[src/rtl/pcfg_pkg.sv]
package pcfg_pkg;

  // ECC verdict codes carried on the read port
  localparam logic [1:0] ECC_CLEAN = 2'b00;
  localparam logic [1:0] ECC_FIXED = 2'b01;

  typedef enum logic [2:0] {
    ST_LAUNCH,
    ST_CODE_PRI,
    ST_CODE_CPY,
    ST_MASK_PRI,
    ST_MASK_CPY,
    ST_PUBLISH,
    ST_HOLD
  } seq_st_e;

  typedef enum logic {
    ITEM_CODE,
    ITEM_MASK
  } item_e;

  // Upper verdict bit marks data that cannot be trusted (10 or 11)
  function automatic logic ecc_unusable(input logic [1:0] verdict);
    return verdict[1];
  endfunction

endpackage

[src/rtl/pcfg_rst_sync.sv]
module pcfg_rst_sync #(
  parameter int unsigned STAGES = 2
) (
  input  logic clk,
  input  logic rst_n,
  output logic rst_sync_n
);

  logic [STAGES-1:0] sh_q;
  logic [STAGES-1:0] sh_d;

  generate
    if (STAGES == 1) begin : g_one
      always_comb sh_d = 1'b1;
    end else begin : g_many
      always_comb sh_d = {sh_q[STAGES-2:0], 1'b1};
    end
  endgenerate

  always_ff @(posedge clk or negedge rst_n) begin
    if (!rst_n) sh_q <= '0;
    else        sh_q <= sh_d;
  end

  assign rst_sync_n = sh_q[STAGES-1];

endmodule

[src/rtl/pcfg_fetch_ctl.sv]
module pcfg_fetch_ctl
  import pcfg_pkg::*;
#(
  parameter int unsigned ADDR_W    = 12,
  parameter int unsigned CODE_BASE = 'h200,
  parameter int unsigned MASK_BASE = 'h100,
  parameter int unsigned COPY_OFS  = 8
) (
  input  logic              clk,
  input  logic              rst_n,
  input  logic              rd_vld,
  input  logic [1:0]        rd_ecc,
  output logic              rd_req,
  output logic [ADDR_W-1:0] rd_addr,
  output logic              cap_en,
  output item_e             cap_item,
  output logic              cap_bad,
  output logic              fin
);

  localparam logic [ADDR_W-1:0] CODE_PRI_A = ADDR_W'(CODE_BASE);
  localparam logic [ADDR_W-1:0] CODE_CPY_A = ADDR_W'(CODE_BASE + COPY_OFS);
  localparam logic [ADDR_W-1:0] MASK_PRI_A = ADDR_W'(MASK_BASE);
  localparam logic [ADDR_W-1:0] MASK_CPY_A = ADDR_W'(MASK_BASE + COPY_OFS);

  seq_st_e st_q, st_d;
  logic    take;
  logic    bad;

  // Request and address follow the state alone, so they stay stable until accepted
  always_comb begin
    rd_req  = 1'b0;
    rd_addr = '0;
    case (st_q)
      ST_CODE_PRI: begin rd_req = 1'b1; rd_addr = CODE_PRI_A; end
      ST_CODE_CPY: begin rd_req = 1'b1; rd_addr = CODE_CPY_A; end
      ST_MASK_PRI: begin rd_req = 1'b1; rd_addr = MASK_PRI_A; end
      ST_MASK_CPY: begin rd_req = 1'b1; rd_addr = MASK_CPY_A; end
      default:     begin rd_req = 1'b0; rd_addr = '0;         end
    endcase
  end

  assign take = rd_req & rd_vld;
  assign bad  = ecc_unusable(rd_ecc);

  // Next-state and capture strobes
  always_comb begin
    st_d     = st_q;
    cap_en   = 1'b0;
    cap_item = ITEM_CODE;
    cap_bad  = 1'b0;
    fin      = 1'b0;
    case (st_q)
      ST_LAUNCH: st_d = ST_CODE_PRI;
      ST_CODE_PRI: begin
        if (take) begin
          if (bad) begin
            st_d = ST_CODE_CPY;
          end else begin
            cap_en = 1'b1;
            st_d   = ST_MASK_PRI;
          end
        end
      end
      ST_CODE_CPY: begin
        if (take) begin
          cap_en  = 1'b1;
          cap_bad = bad;
          st_d    = ST_MASK_PRI;
        end
      end
      ST_MASK_PRI: begin
        cap_item = ITEM_MASK;
        if (take) begin
          if (bad) begin
            st_d = ST_MASK_CPY;
          end else begin
            cap_en = 1'b1;
            st_d   = ST_PUBLISH;
          end
        end
      end
      ST_MASK_CPY: begin
        cap_item = ITEM_MASK;
        if (take) begin
          cap_en  = 1'b1;
          cap_bad = bad;
          st_d    = ST_PUBLISH;
        end
      end
      ST_PUBLISH: begin
        fin  = 1'b1;
        st_d = ST_HOLD;
      end
      ST_HOLD:  st_d = ST_HOLD;
      default:  st_d = ST_LAUNCH;
    endcase
  end

  always_ff @(posedge clk or negedge rst_n) begin
    if (!rst_n) st_q <= ST_LAUNCH;
    else        st_q <= st_d;
  end

endmodule

[src/rtl/pcfg_result.sv]
module pcfg_result
  import pcfg_pkg::*;
#(
  parameter int unsigned DATA_W  = 32,
  parameter int unsigned SECT_W  = 16,
  parameter logic [31:0] CONFIRM = 32'h8AFE15C3
) (
  input  logic              clk,
  input  logic              rst_n,
  input  logic              cap_en,
  input  item_e             cap_item,
  input  logic              cap_bad,
  input  logic [DATA_W-1:0] cap_data,
  input  logic              fin,
  output logic              prot_on,
  output logic [SECT_W-1:0] sect_lock,
  output logic              dbe_flag,
  output logic              prot_fault,
  output logic              load_done
);

  // Staging: holds each item's verdict until publication
  logic              code_ld, mask_ld;
  logic              code_hit_q, code_hit_d;
  logic              code_bad_q, code_bad_d;
  logic [SECT_W-1:0] mask_q, mask_d;
  logic              mask_bad_q, mask_bad_d;

  // Published outputs
  logic              on_q, on_d;
  logic [SECT_W-1:0] lock_q, lock_d;
  logic              dbe_q, dbe_d;
  logic              flt_q, flt_d;
  logic              done_q, done_d;

  assign code_ld = cap_en & (cap_item == ITEM_CODE);
  assign mask_ld = cap_en & (cap_item == ITEM_MASK);

  always_comb begin
    code_hit_d = (cap_data[31:0] == CONFIRM);
    code_bad_d = cap_bad;
    mask_bad_d = cap_bad;
    mask_d     = cap_bad ? {SECT_W{1'b1}} : cap_data[SECT_W-1:0];
  end

  always_ff @(posedge clk or negedge rst_n) begin
    if (!rst_n) begin
      code_hit_q <= 1'b0;
      code_bad_q <= 1'b0;
    end else if (code_ld) begin
      code_hit_q <= code_hit_d;
      code_bad_q <= code_bad_d;
    end
  end

  always_ff @(posedge clk or negedge rst_n) begin
    if (!rst_n) begin
      mask_q     <= '0;
      mask_bad_q <= 1'b0;
    end else if (mask_ld) begin
      mask_q     <= mask_d;
      mask_bad_q <= mask_bad_d;
    end
  end

  // Fail secure: an unreadable code counts as installed
  always_comb begin
    on_d   = code_bad_q | code_hit_q;
    lock_d = mask_q;
    dbe_d  = code_bad_q | mask_bad_q;
    flt_d  = code_bad_q;
    done_d = 1'b1;
  end

  always_ff @(posedge clk or negedge rst_n) begin
    if (!rst_n) begin
      on_q   <= 1'b0;
      lock_q <= '0;
      dbe_q  <= 1'b0;
      flt_q  <= 1'b0;
      done_q <= 1'b0;
    end else if (fin) begin
      on_q   <= on_d;
      lock_q <= lock_d;
      dbe_q  <= dbe_d;
      flt_q  <= flt_d;
      done_q <= done_d;
    end
  end

  assign prot_on    = on_q;
  assign sect_lock  = lock_q;
  assign dbe_flag   = dbe_q;
  assign prot_fault = flt_q;
  assign load_done  = done_q;

endmodule

[src/rtl/pcfg_loader.sv]
module pcfg_loader
  import pcfg_pkg::*;
#(
  parameter int unsigned ADDR_W     = 12,
  parameter int unsigned DATA_W     = 32,
  parameter int unsigned SECT_W     = 16,
  parameter int unsigned CODE_BASE  = 'h200,
  parameter int unsigned MASK_BASE  = 'h100,
  parameter int unsigned COPY_OFS   = 8,
  parameter int unsigned SYNC_STAGES = 2,
  parameter logic [31:0] CONFIRM    = 32'h8AFE15C3
) (
  input  logic              clk,
  input  logic              rst_n,
  output logic              rd_req,
  output logic [ADDR_W-1:0] rd_addr,
  input  logic              rd_vld,
  input  logic [DATA_W-1:0] rd_data,
  input  logic [1:0]        rd_ecc,
  output logic              prot_on,
  output logic [SECT_W-1:0] sect_lock,
  output logic              dbe_flag,
  output logic              prot_fault,
  output logic              load_done
);

  logic  rst_int_n;
  logic  cap_en;
  item_e cap_item;
  logic  cap_bad;
  logic  fin;

  pcfg_rst_sync #(.STAGES(SYNC_STAGES)) rst_i (
    .clk        (clk),
    .rst_n      (rst_n),
    .rst_sync_n (rst_int_n)
  );

  pcfg_fetch_ctl #(
    .ADDR_W    (ADDR_W),
    .CODE_BASE (CODE_BASE),
    .MASK_BASE (MASK_BASE),
    .COPY_OFS  (COPY_OFS)
  ) fetch_i (
    .clk      (clk),
    .rst_n    (rst_int_n),
    .rd_vld   (rd_vld),
    .rd_ecc   (rd_ecc),
    .rd_req   (rd_req),
    .rd_addr  (rd_addr),
    .cap_en   (cap_en),
    .cap_item (cap_item),
    .cap_bad  (cap_bad),
    .fin      (fin)
  );

  pcfg_result #(
    .DATA_W  (DATA_W),
    .SECT_W  (SECT_W),
    .CONFIRM (CONFIRM)
  ) res_i (
    .clk        (clk),
    .rst_n      (rst_int_n),
    .cap_en     (cap_en),
    .cap_item   (cap_item),
    .cap_bad    (cap_bad),
    .cap_data   (rd_data),
    .fin        (fin),
    .prot_on    (prot_on),
    .sect_lock  (sect_lock),
    .dbe_flag   (dbe_flag),
    .prot_fault (prot_fault),
    .load_done  (load_done)
  );

endmodule

[config.mk]
export PLATFORM = sky130hd
export DESIGN_NAME = pcfg_loader
export DESIGN_NICKNAME = d
export VERILOG_FILES = /design/src/rtl/pcfg_pkg.sv /design/src/rtl/pcfg_rst_sync.sv /design/src/rtl/pcfg_fetch_ctl.sv /design/src/rtl/pcfg_result.sv /design/src/rtl/pcfg_loader.sv
export SDC_FILE = /design/constraint.sdc
export NUM_CORES = 1
export LEC_CHECK = 0
export BUFFER_PORTS_ARGS = -buffer_cell sky130_fd_sc_hd__buf_2
export CORE_ASPECT_RATIO = 0.6
export CORE_MARGIN = 5
export CORE_UTILIZATION = 35
export CTS_CLUSTER_SIZE = 30
export DETAILED_ROUTE_END_ITERATION = 16
export GPL_TIMING_DRIVEN = 0
export HOLD_SLACK_MARGIN = 0.03
export SETUP_SLACK_MARGIN = 0.1
export SYNTH_ARGS = -nofsm -noshare
export SYNTH_HDL_FRONTEND = slang
export SYNTH_SLANG_ARGS = --single-unit
export TNS_END_PERCENT = 1
[constraint.sdc]
create_clock -name clk -period 3.1 [get_ports clk]
set_clock_uncertainty 0.1 [all_clocks]
set_input_delay 0.465 -clock clk [delete_from_list [all_inputs] [get_ports clk]]
set_output_delay 0.465 -clock clk [all_outputs]
set_load 0.01 [all_outputs]
==> metrics.txt <==
multiplexer area fraction after synthesis=10.9%; number of buffers inserted to repair setup after CTS=0; starting DRC count in detailed routing=35; total of warnings raised by yosys=0; xor and xnor fraction of the mapped netlist area=0.447%; diode insertion count for antenna repair=0; via count=1,359; clock net sink count=44; area fraction in compound gates after synthesis=13.2%; aggregate negative setup slack=0 ns; combinational family with the most area after synthesis=compound AO/OA/AOI/OAI gates; PnR worst setup slack=0.976 ns; horizontal extent of the die=107 µm; count of endpoints failing hold in the final timing report=0; slowest stage cell, crit path=sky130_fd_sc_hd__dfrtp_1; final setup violation count=0; antenna violations before repair=0; Max Fanout on Critical Path=10; result of the run=completed; HPWL after DPL=3080 µm; gate count of the mapped netlist=146; final clock period utilization by the worst path=68.5%; core utilization of the finished layout=45.6%; DRC errors left=0; total met3 wirelength after detailed routing=248 µm; DRT Pass-1 Iters=4; Highest Clock Rate=471 MHz; most numerous cell in the Yosys netlist=sky130_fd_sc_hd__dfrtp_1; share of synthesized cell area in full adder, half adder and majority cells=0%; P_leak=1.14 nW; power per cell area=924 nW/µm²; worst hold slack after final layout=0.152 ns; wire length per cell after detailed routing=14.0 µm; detailed-routing wirelength on met1=2320 µm; Buf/Inv on CP=2; worst-skew pair later-pin latency=0.29 ns; Synth Flop Type=sky130_fd_sc_hd__dfrtp_1; number of buffers inserted by port buffering=59; global-route wire length before repair=6680 µm; type of the tightest min-delay check=flop to async pin; number of buffers created by CTS=5; H-Tree Depth=2; time the final worst path needs with I/O delays and setup=2.12 ns; maximum vdd ir drop=437 µV; Initial Utilization=35.7%; Root Buffer=sky130_fd_sc_hd__clkbuf_8; fraction of layout cells with a size suffix above 1=52.7%; post-detailed-route via-to-cell ratio=4.64; NumNets Final=260; Cell Rows=21; Cell Chain, Critical Path=buf_4, or2b_1, a21oi_1, or2_2, buf_2; TritonCTS clock tree=yes; number of register bits inferred by synthesis=44; async set-reset flop share out of synthesis=100%; Crit Path Category=flop to output port; CP delay by family, top=flip-flops; final count of pins violating max slew=0; mean instance size in the synthesized netlist=13.4 µm²; Post-Synth Simple-Gate Area=10.6%; delay of the slowest cell on the worst path=0.41 ns; P&R area growth vs syn=27.9%; arrival time at the worst endpoint=1.56 ns; total non-filler cell area in the finished layout=2500 µm²; ranking of synthesized cells by area=sky130_fd_sc_hd__dfrtp_1 56%, sky130_fd_sc_hd__mux2_2 11%, sky130_fd_sc_hd__o22a_1 4.0%; Setup crit start kind=flop; GRT Resource Usage Total=12.0%; number of buffers between clock root and the deepest sink=2; number of global-route vias before repair=1,312; number of maximum-capacitance violations=0; GPL Wtd Cong=0.718; Post-Route WL=4100 µm; endpoint class of the critical path=output port; Core ar.=5490 µm²; global route overflow=0; leading area contributor after synthesis=sky130_fd_sc_hd__dfrtp_1; sequential fraction of the synthesis area=56.2%; remaining antenna violation count after routing=0; WP data required=2.53 ns; Placement Cell Area=2390 µm²; Setup Slack @ Placement=1.31 ns; full die area=7240 µm²; Yosys top cell area share=56.2%; height of the die=67.9 µm; EDFF count, synth=0; most used standard cells in the synthesized netlist=44 x sky130_fd_sc_hd__dfrtp_1, 19 x sky130_fd_sc_hd__mux2_2, 10 x sky130_fd_sc_hd__buf_4; highest routing layer actually used=met4; detailed route wirelength on metal2=1500 µm; largest net degree at the start of global routing=42; count of unique library cells instantiated by Yosys=37; Post-Synthesis Cell Area=1960 µm²; count of boundary I/O pins=70; clock transition at the register clock pins on the worst setup and hold paths after CTS=0.08 ns; unrepaired setup endpoints after global routing=false
timing repair:
item,in CTS,in global routing
endpoints found under the setup margin,0,0
hold buffers,2,0
resized for setup,0,0
endpoints found under the hold margin,3,0
path summary, 6_finish.rpt:
kind                            startpoint                  end  slack [ns]  depth (start not counted)
setup / recovery           fetch_i.st_q[0]               rd_req        0.98                          5
hold / removal               rst_i.sh_q[1]  res_i.sect_lock[10]        0.15                          1
setup reg to reg           fetch_i.st_q[0]   res_i.sect_lock[8]        1.44                          4
hold reg to reg              rst_i.sh_q[1]  res_i.sect_lock[10]        0.15                          1
max in group asynchronous    rst_i.sh_q[1]      res_i.load_done        2.29                          1
min in group clk             rst_i.sh_q[0]        rst_i.sh_q[1]        0.26                          0
cell type report:
class	count	area, µm²
buffer	17	153
clock buffer	7	86.3
clock inverter	1	7.51
fill	527	2990
inverter	2	7.51
multi-input combinational	91	727
sequential	44	1100
tap	69	86.3
timing repair buffer	62	335
report_power, final:
part / internal (W) / switching [W]
Combinational: 0.000532 / 0.000442
Sequential: 0.000834 / 0.000133
Clock: 0.000181 / 0.000191
Total: 0.00155 / 0.000766
kinds of logic after synthesis:
group	count (synthesis)
and+or+nand+nor	28
AOI/OAI and AO/OA	33
DFF	44
buffers and inverters	19
muxes	19
xor gates and xnor gates	1
other	2
through the flow:
stage,total power (W),cells
6_report,0.00231,293
5_1_grt,0.00251,293
3_5_place_dp,0.00196,283
2_1_floorplan,0.00165,154
4_1_cts,0.00234,293
3_3_place_gp,0.00194,282
state kept, by name, summed over array words and instances (netlist names):
signal and cells:
res_i.code_hit_q 1, rst_i.sh_q 2, res_i.prot_fault 1, res_i.code_bad_q 1
fetch_i.st_q 3, res_i.mask_bad_q 1, res_i.lock_d 16, res_i.load_done 1
res_i.prot_on 1, res_i.sect_lock 16, res_i.dbe_flag 1
per-layer routing:
| layer | up-vias | GRT usage [%] |
|---|---|---|
| met3 | 7 | 4.34 |
| li1 | 663 | - |
| met2 | 41 | 14.6 |
| met4 | 0 | 3.35 |
| met5 | - | 0 |
| met1 | 648 | 19.0 |
cells in the final DEF (no fill, tap or decap), types with 2 or more instances in the layout:
master,n
sky130_fd_sc_hd__inv_1,2
sky130_fd_sc_hd__buf_6,3
sky130_fd_sc_hd__conb_1,10
sky130_fd_sc_hd__o22a_2,7
sky130_fd_sc_hd__nor2_1,2
sky130_fd_sc_hd__clkbuf_8,7
sky130_fd_sc_hd__a21oi_1,5
sky130_fd_sc_hd__buf_4,10
sky130_fd_sc_hd__dfrtp_1,43
sky130_fd_sc_hd__nand2b_1,2
sky130_fd_sc_hd__dlygate4sd3_1,2
sky130_fd_sc_hd__o22a_1,9
sky130_fd_sc_hd__nand2_1,4
sky130_fd_sc_hd__nor4b_1,3
sky130_fd_sc_hd__nor4bb_1,2
sky130_fd_sc_hd__buf_12,2
sky130_fd_sc_hd__nand4_1,2
sky130_fd_sc_hd__and2_1,2
sky130_fd_sc_hd__buf_2,61
sky130_fd_sc_hd__mux2_2,19
sky130_fd_sc_hd__o21ai_0,7
Note: power is estimated with default switching activity, not from simulation.
